==> src/rtl/hbpwm_pkg.sv <==
package hbpwm_pkg;

    // Enable pair for one half-bridge leg.
    typedef struct packed {
        logic hi;
        logic lo;
    } gate_t;

    // Resolve both drives from the enable pair, the compare result and failsafe.
    function automatic gate_t resolve_drive(logic fs, gate_t g, logic on_phase);
        gate_t r;
        r.hi = !fs && g.hi && on_phase;
        r.lo = !fs && g.lo && !on_phase;
        return r;
    endfunction

endpackage

==> src/rtl/hbpwm_period_gen.sv <==
module hbpwm_period_gen #(
    parameter int W = 11
) (
    input  logic         clk,
    input  logic         rst,
    output logic [W-1:0] count_o,
    output logic         sync_o
);
    localparam logic [W-1:0] CNT_MAX = {W{1'b1}};

    typedef struct packed {
        logic [W-1:0] cnt;
        logic         sync;
    } st_t;

    st_t st_d, st_q;

    always_comb begin
        st_d = st_q;
        if (st_q.cnt == CNT_MAX) begin
            st_d.cnt  = '0;
            st_d.sync = 1'b1;
        end else begin
            st_d.cnt  = st_q.cnt + 1'b1;
            st_d.sync = 1'b0;
        end
    end

    always_ff @(posedge clk) begin
        if (rst) st_q <= '0;
        else     st_q <= st_d;
    end

    assign count_o = st_q.cnt;
    assign sync_o  = st_q.sync;

    // the count steps by one unless it sits at the top.
    a_r1_count_step: assert property (@(posedge clk) disable iff (rst)
        (count_o != CNT_MAX) |=> (count_o == $past(count_o) + 1'b1));

    // the top value is followed by zero.
    a_r1_count_wrap: assert property (@(posedge clk) disable iff (rst)
        (count_o == CNT_MAX) |=> (count_o == '0));

    // the start pulse only appears with a zero count.
    a_r2_sync_at_zero: assert property (@(posedge clk) disable iff (rst)
        sync_o |-> (count_o == '0));

endmodule

==> src/rtl/hbpwm_settings.sv <==
module hbpwm_settings
    import hbpwm_pkg::*;
#(
    parameter int W = 11
) (
    input  logic         clk,
    input  logic         rst,
    input  logic         load_i,
    input  logic         apply_i,
    input  logic [W-1:0] duty_i,
    input  gate_t        gate_i,
    output logic [W-1:0] duty_next_o,
    output gate_t        gate_next_o
);
    typedef struct packed {
        logic [W-1:0] sh_duty;
        gate_t        sh_gate;
        logic [W-1:0] act_duty;
        gate_t        act_gate;
    } st_t;

    st_t st_d, st_q;

    always_comb begin
        st_d = st_q;
        // the shadow copy is taken only while the inputs are marked consistent.
        if (load_i) begin
            st_d.sh_duty = duty_i;
            st_d.sh_gate = gate_i;
        end
        // the active copy moves only at the period start.
        if (apply_i) begin
            st_d.act_duty = st_q.sh_duty;
            st_d.act_gate = st_q.sh_gate;
        end
    end

    always_ff @(posedge clk) begin
        if (rst) st_q <= '0;
        else     st_q <= st_d;
    end

    // Look-ahead view, so the count-0 slot already uses the new setting.
    assign duty_next_o = st_d.act_duty;
    assign gate_next_o = st_d.act_gate;

    a_r7_shadow_hold: assert property (@(posedge clk) disable iff (rst)
        !load_i |=> ($stable(st_q.sh_duty) && $stable(st_q.sh_gate)));

    a_r8_active_hold: assert property (@(posedge clk) disable iff (rst)
        !apply_i |=> ($stable(st_q.act_duty) && $stable(st_q.act_gate)));

endmodule

==> src/rtl/hbpwm_drive.sv <==
module hbpwm_drive
    import hbpwm_pkg::*;
#(
    parameter int W = 11
) (
    input  logic         clk,
    input  logic         rst,
    input  logic [W-1:0] count_i,
    input  logic [W-1:0] duty_i,
    input  gate_t        gate_i,
    input  logic         failsafe_i,
    output logic         hi_o,
    output logic         lo_o
);
    gate_t out_d, out_q;
    logic  on_phase;

    always_comb begin
        on_phase = (count_i < duty_i);
        out_d    = resolve_drive(failsafe_i, gate_i, on_phase);
    end

    always_ff @(posedge clk) begin
        if (rst) out_q <= '0;
        else     out_q <= out_d;
    end

    assign hi_o = out_q.hi;
    assign lo_o = out_q.lo;

    // failsafe clears both drives at the next edge.
    a_r6_failsafe_off: assert property (@(posedge clk) disable iff (rst)
        failsafe_i |=> (!hi_o && !lo_o));

    // a zero duty never raises the high side.
    a_r4_zero_duty: assert property (@(posedge clk) disable iff (rst)
        (duty_i == '0) |=> !hi_o);

    // a cleared low-side enable keeps the low side off.
    a_r5_lo_gated: assert property (@(posedge clk) disable iff (rst)
        !gate_i.lo |=> !lo_o);

    // a cleared high-side enable keeps the high side off.
    a_r3_hi_gated: assert property (@(posedge clk) disable iff (rst)
        !gate_i.hi |=> !hi_o);

endmodule

==> src/rtl/hb_pwm_stage.sv <==
module hb_pwm_stage
    import hbpwm_pkg::*;
#(
    parameter int W = 11
) (
    input  logic         clk,
    input  logic         rst,
    input  logic         data_ok,
    input  logic         failsafe,
    input  logic         en_hi,
    input  logic         en_lo,
    input  logic [W-1:0] duty,
    output logic [W-1:0] cnt_out,
    output logic         sync_out,
    output logic         drv_hi,
    output logic         drv_lo
);
    logic [W-1:0] duty_next;
    gate_t        gate_in;
    gate_t        gate_next;

    assign gate_in.hi = en_hi;
    assign gate_in.lo = en_lo;

    hbpwm_period_gen #(.W(W)) u_period (
        .clk     (clk),
        .rst     (rst),
        .count_o (cnt_out),
        .sync_o  (sync_out)
    );

    hbpwm_settings #(.W(W)) u_settings (
        .clk         (clk),
        .rst         (rst),
        .load_i      (data_ok),
        .apply_i     (sync_out),
        .duty_i      (duty),
        .gate_i      (gate_in),
        .duty_next_o (duty_next),
        .gate_next_o (gate_next)
    );

    hbpwm_drive #(.W(W)) u_drive (
        .clk        (clk),
        .rst        (rst),
        .count_i    (cnt_out),
        .duty_i     (duty_next),
        .gate_i     (gate_next),
        .failsafe_i (failsafe),
        .hi_o       (drv_hi),
        .lo_o       (drv_lo)
    );

    // the two drives are never on together at the stage boundary.
    a_r5_exclusive: assert property (@(posedge clk) disable iff (rst)
        !(drv_hi && drv_lo));

endmodule

==> config.mk <==
export PLATFORM = sky130hd
export DESIGN_NAME = hb_pwm_stage
export DESIGN_NICKNAME = d
export VERILOG_FILES = /design/src/rtl/hbpwm_pkg.sv /design/src/rtl/hbpwm_period_gen.sv /design/src/rtl/hbpwm_settings.sv /design/src/rtl/hbpwm_drive.sv /design/src/rtl/hb_pwm_stage.sv
export SDC_FILE = /design/constraint.sdc
export NUM_CORES = 1
export LEC_CHECK = 0
export BUFFER_PORTS_ARGS = -buffer_cell sky130_fd_sc_hd__buf_2
export CORE_ASPECT_RATIO = 0.75
export CORE_MARGIN = 4
export CORE_UTILIZATION = 25
export CTS_CLUSTER_DIAMETER = 80
export DETAILED_ROUTE_END_ITERATION = 10
export GPL_TIMING_DRIVEN = 0
export SYNTH_ARGS = -nofsm -noshare
export SYNTH_HDL_FRONTEND = slang
export SYNTH_HIERARCHICAL = 1
export SYNTH_SLANG_ARGS = --single-unit
==> constraint.sdc <==
create_clock -name clk -period 1.95 [get_ports clk]
set_clock_uncertainty 0.15 [all_clocks]
set_input_delay 0.39 -clock clk [delete_from_list [all_inputs] [get_ports clk]]
set_output_delay 0.39 -clock clk [all_outputs]
set_load 0.02 [all_outputs]
After elaboration in Yosys (flattened, before gate mapping)
Cells that the tools add are included.
- add/sub/neg operators: 1
- $lt $le $gt $ge: 1
- muxes and demuxes: 2
- reductions and logical operators: 7
- eq/ne operators: 1
- operators by type and width (kind ; count):
    2-to-1 mux 13 bit ; 1
    adder 11 x 1 -> 11 bit, second input constant ; 1
    == test 11 bit, second input constant ; 1
    < comparator 11 bit ; 1
    logical AND 1 bit ; 4
    zero test 1 bit ; 2
    OR reduction 2 bit ; 1
    2-to-1 mux 1 bit ; 1
- input port bits: 17
- logic and storage cells: 22
- flip-flop bits (word level): 40
- output and inout port bits: 14

Logic depth before layout (Yosys ltp)
- depth after elaboration: 4
- mapped depth: 8
- gate-level depth less buffers: 7

Hierarchy
Netlist, hierarchy kept.
- modules (own cells, without submodules) (module ; times used ; area an instance (um^2) ; cells each ; sequential area each (um^2)):
    hbpwm_settings ; 1 ; 1038.5 ; 83 ; 520.5
    hbpwm_period_gen ; 1 ; 506.7 ; 54 ; 240.2
    hbpwm_drive ; 1 ; 325.3 ; 40 ; 40.0

Worst setup path before layout
Ideal clock, no wire load.
- path type: register -> register
- from: register u_period.st_q, in the netlist u_period/sync_o
- to: register u_drive.out_q, in the netlist u_drive/lo_o
- stages on the path, launching flop included: 9
- clock period less this slack: 2.132 ns
- slack: -0.182 ns
- data required time: 1.678 ns
- setup time: 0.122 ns
- arrival: 1.860 ns
- path buffers: 1
- cells stage by stage: dfxtp_1 buf_6 mux2_4 inv_1 ha_1 a21o_1 nand3_1 a21oi_1 o311a_1
- word-level cells in the longest chain between the ends: 4
- elaborated cells between the ends (all ways): 5
- classes of those cells: order compare (1); mux (1); reduce/logical (3)
- ends and longest elaborated chain (what ; RTL line ; RTL):
    from (decl) ; hbpwm_period_gen.sv:16 ; st_t st_d, st_q;
    from (signal assigned) ; hbpwm_period_gen.sv:31 ; else st_q <= st_d;
    2-to-1 mux 13 bit ; hbpwm_settings.sv:32 ; if (apply_i) begin
    via duty_next[4] ; hb_pwm_stage.sv:18 ; logic [W-1:0] duty_next;
    < comparator 11 bit ; hbpwm_drive.sv:19 ; on_phase = (count_i < duty_i);
    zero test 1 bit ; hbpwm_pkg.sv:13 ; r.lo = !fs && g.lo && !on_phase;
    logical AND 1 bit ; hbpwm_pkg.sv:13 ;
    to (signal assigned) ; hbpwm_drive.sv:25 ; else out_q <= out_d;
    to (decl) ; hbpwm_drive.sv:15 ; gate_t out_d, out_q;
The timed path passes the listed nets, and every way through them passes these cells.
A chain may end at the register's enable or synchronous reset.

Worst setup path after layout
Same ends and word-level chain as after synthesis.

==> results.sh <==
export IMPL_die_x_um=108
export IMPL_start_util_pct=25.6
export IMPL_io_pins=31
export IMPL_layout_common_cells="dfxtp_1 (39), buf_2 (31), nor2_1 (19), mux2i_1 (13), mux2_4 (10)"
export IMPL_grt_pass1_wl_mm=6.85
export IMPL_dpl_worst_slack_ns=-0.122
export IMPL_clk_path_buf_depth=2
export IMPL_placement_io_buffers=29
export IMPL_avgSynthCellArea_sq_um=10.6
export IMPL_layout_commonest_cell="dfxtp_1"
export IMPL_finalCritPeriodShare_pct=102
export IMPL_rr_endpoint="u_drive/lo_o"
export IMPL_netlist_area_sq_um=1870
export IMPL_critical_path_top_delay_family="compound AO/OA/AOI/OAI gates"
export IMPL_violations="setup timing"
export IMPL_critical_path_required_ns=1.98
export IMPL_drt_iter0_drc=38
export IMPL_grt_max_degree=13
export IMPL_ys_ff_latch=40
export IMPL_synthCells=177
export IMPL_crit_chain="buf_12 -> mux2_4 -> inv_2 -> ha_4 -> a21oi_2 -> a211oi_2 -> o311a_1"
export IMPL_cap_violations=0
export IMPL_holdWs_ns=0.186
export IMPL_p_leak_nw=1.01
export IMPL_tightest_slew_ns=0.320
export IMPL_crit_type="reg -> reg"
export IMPL_wl_per_cell_um=12.8
export IMPL_fill_cells=777
export IMPL_gp_congestion=0.748
export IMPL_regToRegSetupSlack_ns=-0.03
export IMPL_final_cell_count_no_fill=320
export IMPL_p_per_area_nw_per_um2=655
export IMPL_setup_violations=1
export IMPL_drv_slew=0
export IMPL_final_layout_size_suffix_gt1_share_pct=38.4
export IMPL_cts_sinks=40
export IMPL_finalNetCount=246
export IMPL_dr_pass1_iters=4
export IMPL_die_area_sq_um=8940
export IMPL_antenna_found_initial=0
export IMPL_fmax_ghz=0.504
export IMPL_ys_seq_area_share_pct=42.8
export IMPL_relSlewSlack_pct=78.5
export IMPL_die_h_um=82.9
export IMPL_cts_tree="yes"
export IMPL_worst_path_stages=7
export IMPL_crit_path_top_delay_cell="dfxtp_4"
export IMPL_fp_row_count=27
export IMPL_seq_area_sq_um=805
export IMPL_outcome="finished with violations"
export IMPL_grt_pass1_vias=1386
export IMPL_setup_ws_ns=-0.0340
export IMPL_viasPerCell=4.30
export IMPL_numCtsBuffers=5
export IMPL_cp_start_kind="register"
export IMPL_clk_latency_ns=0.29
export IMPL_synth_area_top_cells="dfxtp_1 (43%), mux2_4 (8.0%), ha_1 (7.4%)"
export IMPL_routed_via_count=1377
export IMPL_max_vdd_ir_drop_mv=0.277
export IMPL_htreeDepth=2
export IMPL_regToRegStartpoint="u_period/sync_o"
export IMPL_track_usage_pct=9.72
export IMPL_dp_hpwl_mm=3.10
export IMPL_numPlacedInstances=307
export IMPL_crit_path_start="u_period/sync_o"
export IMPL_synth_distinct_cells=32
export IMPL_final_util_pct=32.4
export IMPL_hold_viol=0
export IMPL_ctsRootBufferMaster="clkbuf_8"
export IMPL_synth_nets=205
export IMPL_endpoint_kind="register"
export IMPL_yosysTopAreaCellShare_pct=42.8
export IMPL_drc=0
export IMPL_overflow=0
export IMPL_multiInputGateArea_sq_um=1060
export IMPL_antenna_cells=0
export IMPL_slowest_delay_ns=0.39
export IMPL_cp_max_fo=10
export IMPL_design_core_area_sq_um=7300
export IMPL_yosysTopAreaCell="dfxtp_1"
export IMPL_ant_nets=0
export IMPL_wl_mm=4.11
export IMPL_arrival_ns=2.02
export IMPL_ff2ff_path_depth=7
export IMPL_fin_crit_ns=1.98
export IMPL_yosysWarnings=6
export IMPL_hold_path_class="in -> reg"
export IMPL_clk_pin_slew_ns=0.08
export IMPL_rsz0062_at_grt="yes"
export IMPL_cts_hold_buf=0
export IMPL_syn_to_final_growth_pct=26.3
export IMPL_endpoint="u_drive/lo_o"
export IMPL_path_buf_inv=2
==> power breakdown <==
group | total [mW] | internal (mW) | switching, mW
combinational | 0.116 | 0.0550 | 0.0610
sequential | 0.853 | 0.836 | 0.0166
clock | 0.579 | 0.289 | 0.290
total | 1.55 | 1.18 | 0.368
==> flip-flops by register name, summed over array words and instances (netlist names) <==
register and count:
u_drive/hi_o 1, u_drive/lo_o 1, u_period/count_o 11, u_period/sync_o 1
u_settings/st_q 26
==> per-layer routing <==
metal  part of all wire [%]  global-route usage (%)
met5                      0                       0
met4                   0.92                    2.75
met3                    5.7                    3.34
met2                     42                    13.5
met1                     51                    14.1
==> kinds of logic after synthesis <==
group,synth area share [%]
and+or+nand+nor,18.4
muxes,16.8
buffers and inverters,4.75
DFF,42.8
adders and majority gates,7.36
xor gates and xnor gates,1.40
AOI/OAI and AO/OA,8.50
==> worst reg2reg max path, cell delays in order, from the launching register on <==
cell	delay (ns)
dfxtp_4	0.39
buf_12	0.15
mux2_4	0.32
inv_2	0.06
ha_4	0.19
a21oi_2	0.15
a211oi_2	0.11
o311a_1	0.35
==> cells in the mapped netlist (all sizes together) <==
library cell,n
mux2,13
o21ai,4
or4,3
nand4,4
a21oi,11
a211oi,1
ha,11
dfxtp,40
a21o,1
nor2,19
nor2b,7
inv,14
nand2,5
xor2,1
o31ai,3
o311a,1
nor4,2
nand2b,1
nand3,6
or3,3
xnor2,2
buf,5
mux2i,13
and2b,6
o41ai,1
==> worst min-delay path by stage <==
stage	to	startpoint	slack (ns)	cells after the start
floorplan	u_settings/st_q[1]	rst	0.30	1
global placement	u_settings/st_q[24]	u_settings/st_q[24]	0.33	2
detailed placement	u_settings/st_q[23]	u_settings/st_q[23]	0.33	2
CTS	u_settings/st_q[13]	en_lo	0.18	3
global route	u_settings/st_q[19]	duty[4]	0.19	3
finish	u_settings/st_q[15]	duty[0]	0.19	3
==> what timing repair did <==
| item | 4_1_cts | 5_1_grt |
|---|---|---|
| endpoints found under the setup margin | 2 | 11 |
| setup buffers | 3 | 2 |
| resized for setup | 8 | 4 |
| pin swaps | 3 | 2 |
==> through the flow <==
step | setup TNS, ns | area (sq um) | total power [mW]
CTS | -0.0717 | 2330 | 1.57
floorplan | -0.00484 | 1890 | 0.944
finish | -0.0340 | 2360 | 1.55
global route | -0.180 | 2360 | 1.63
detailed placement | -0.202 | 2170 | 0.989
global placement | -0.181 | 2170 | 0.986
==> area by class of cell <==
cell class | count | share of cell area (%)
buffer | 5 | 1.91
sequential | 40 | 34.1
tap | 101 | 5.35
inverter | 14 | 2.33
clock inverter | 1 | 0.265
timing repair buffer | 34 | 7.73
multi-input combinational | 118 | 44.7
clock buffer | 7 | 3.65
No activity file was read; power rests on OpenSTA's default activity.
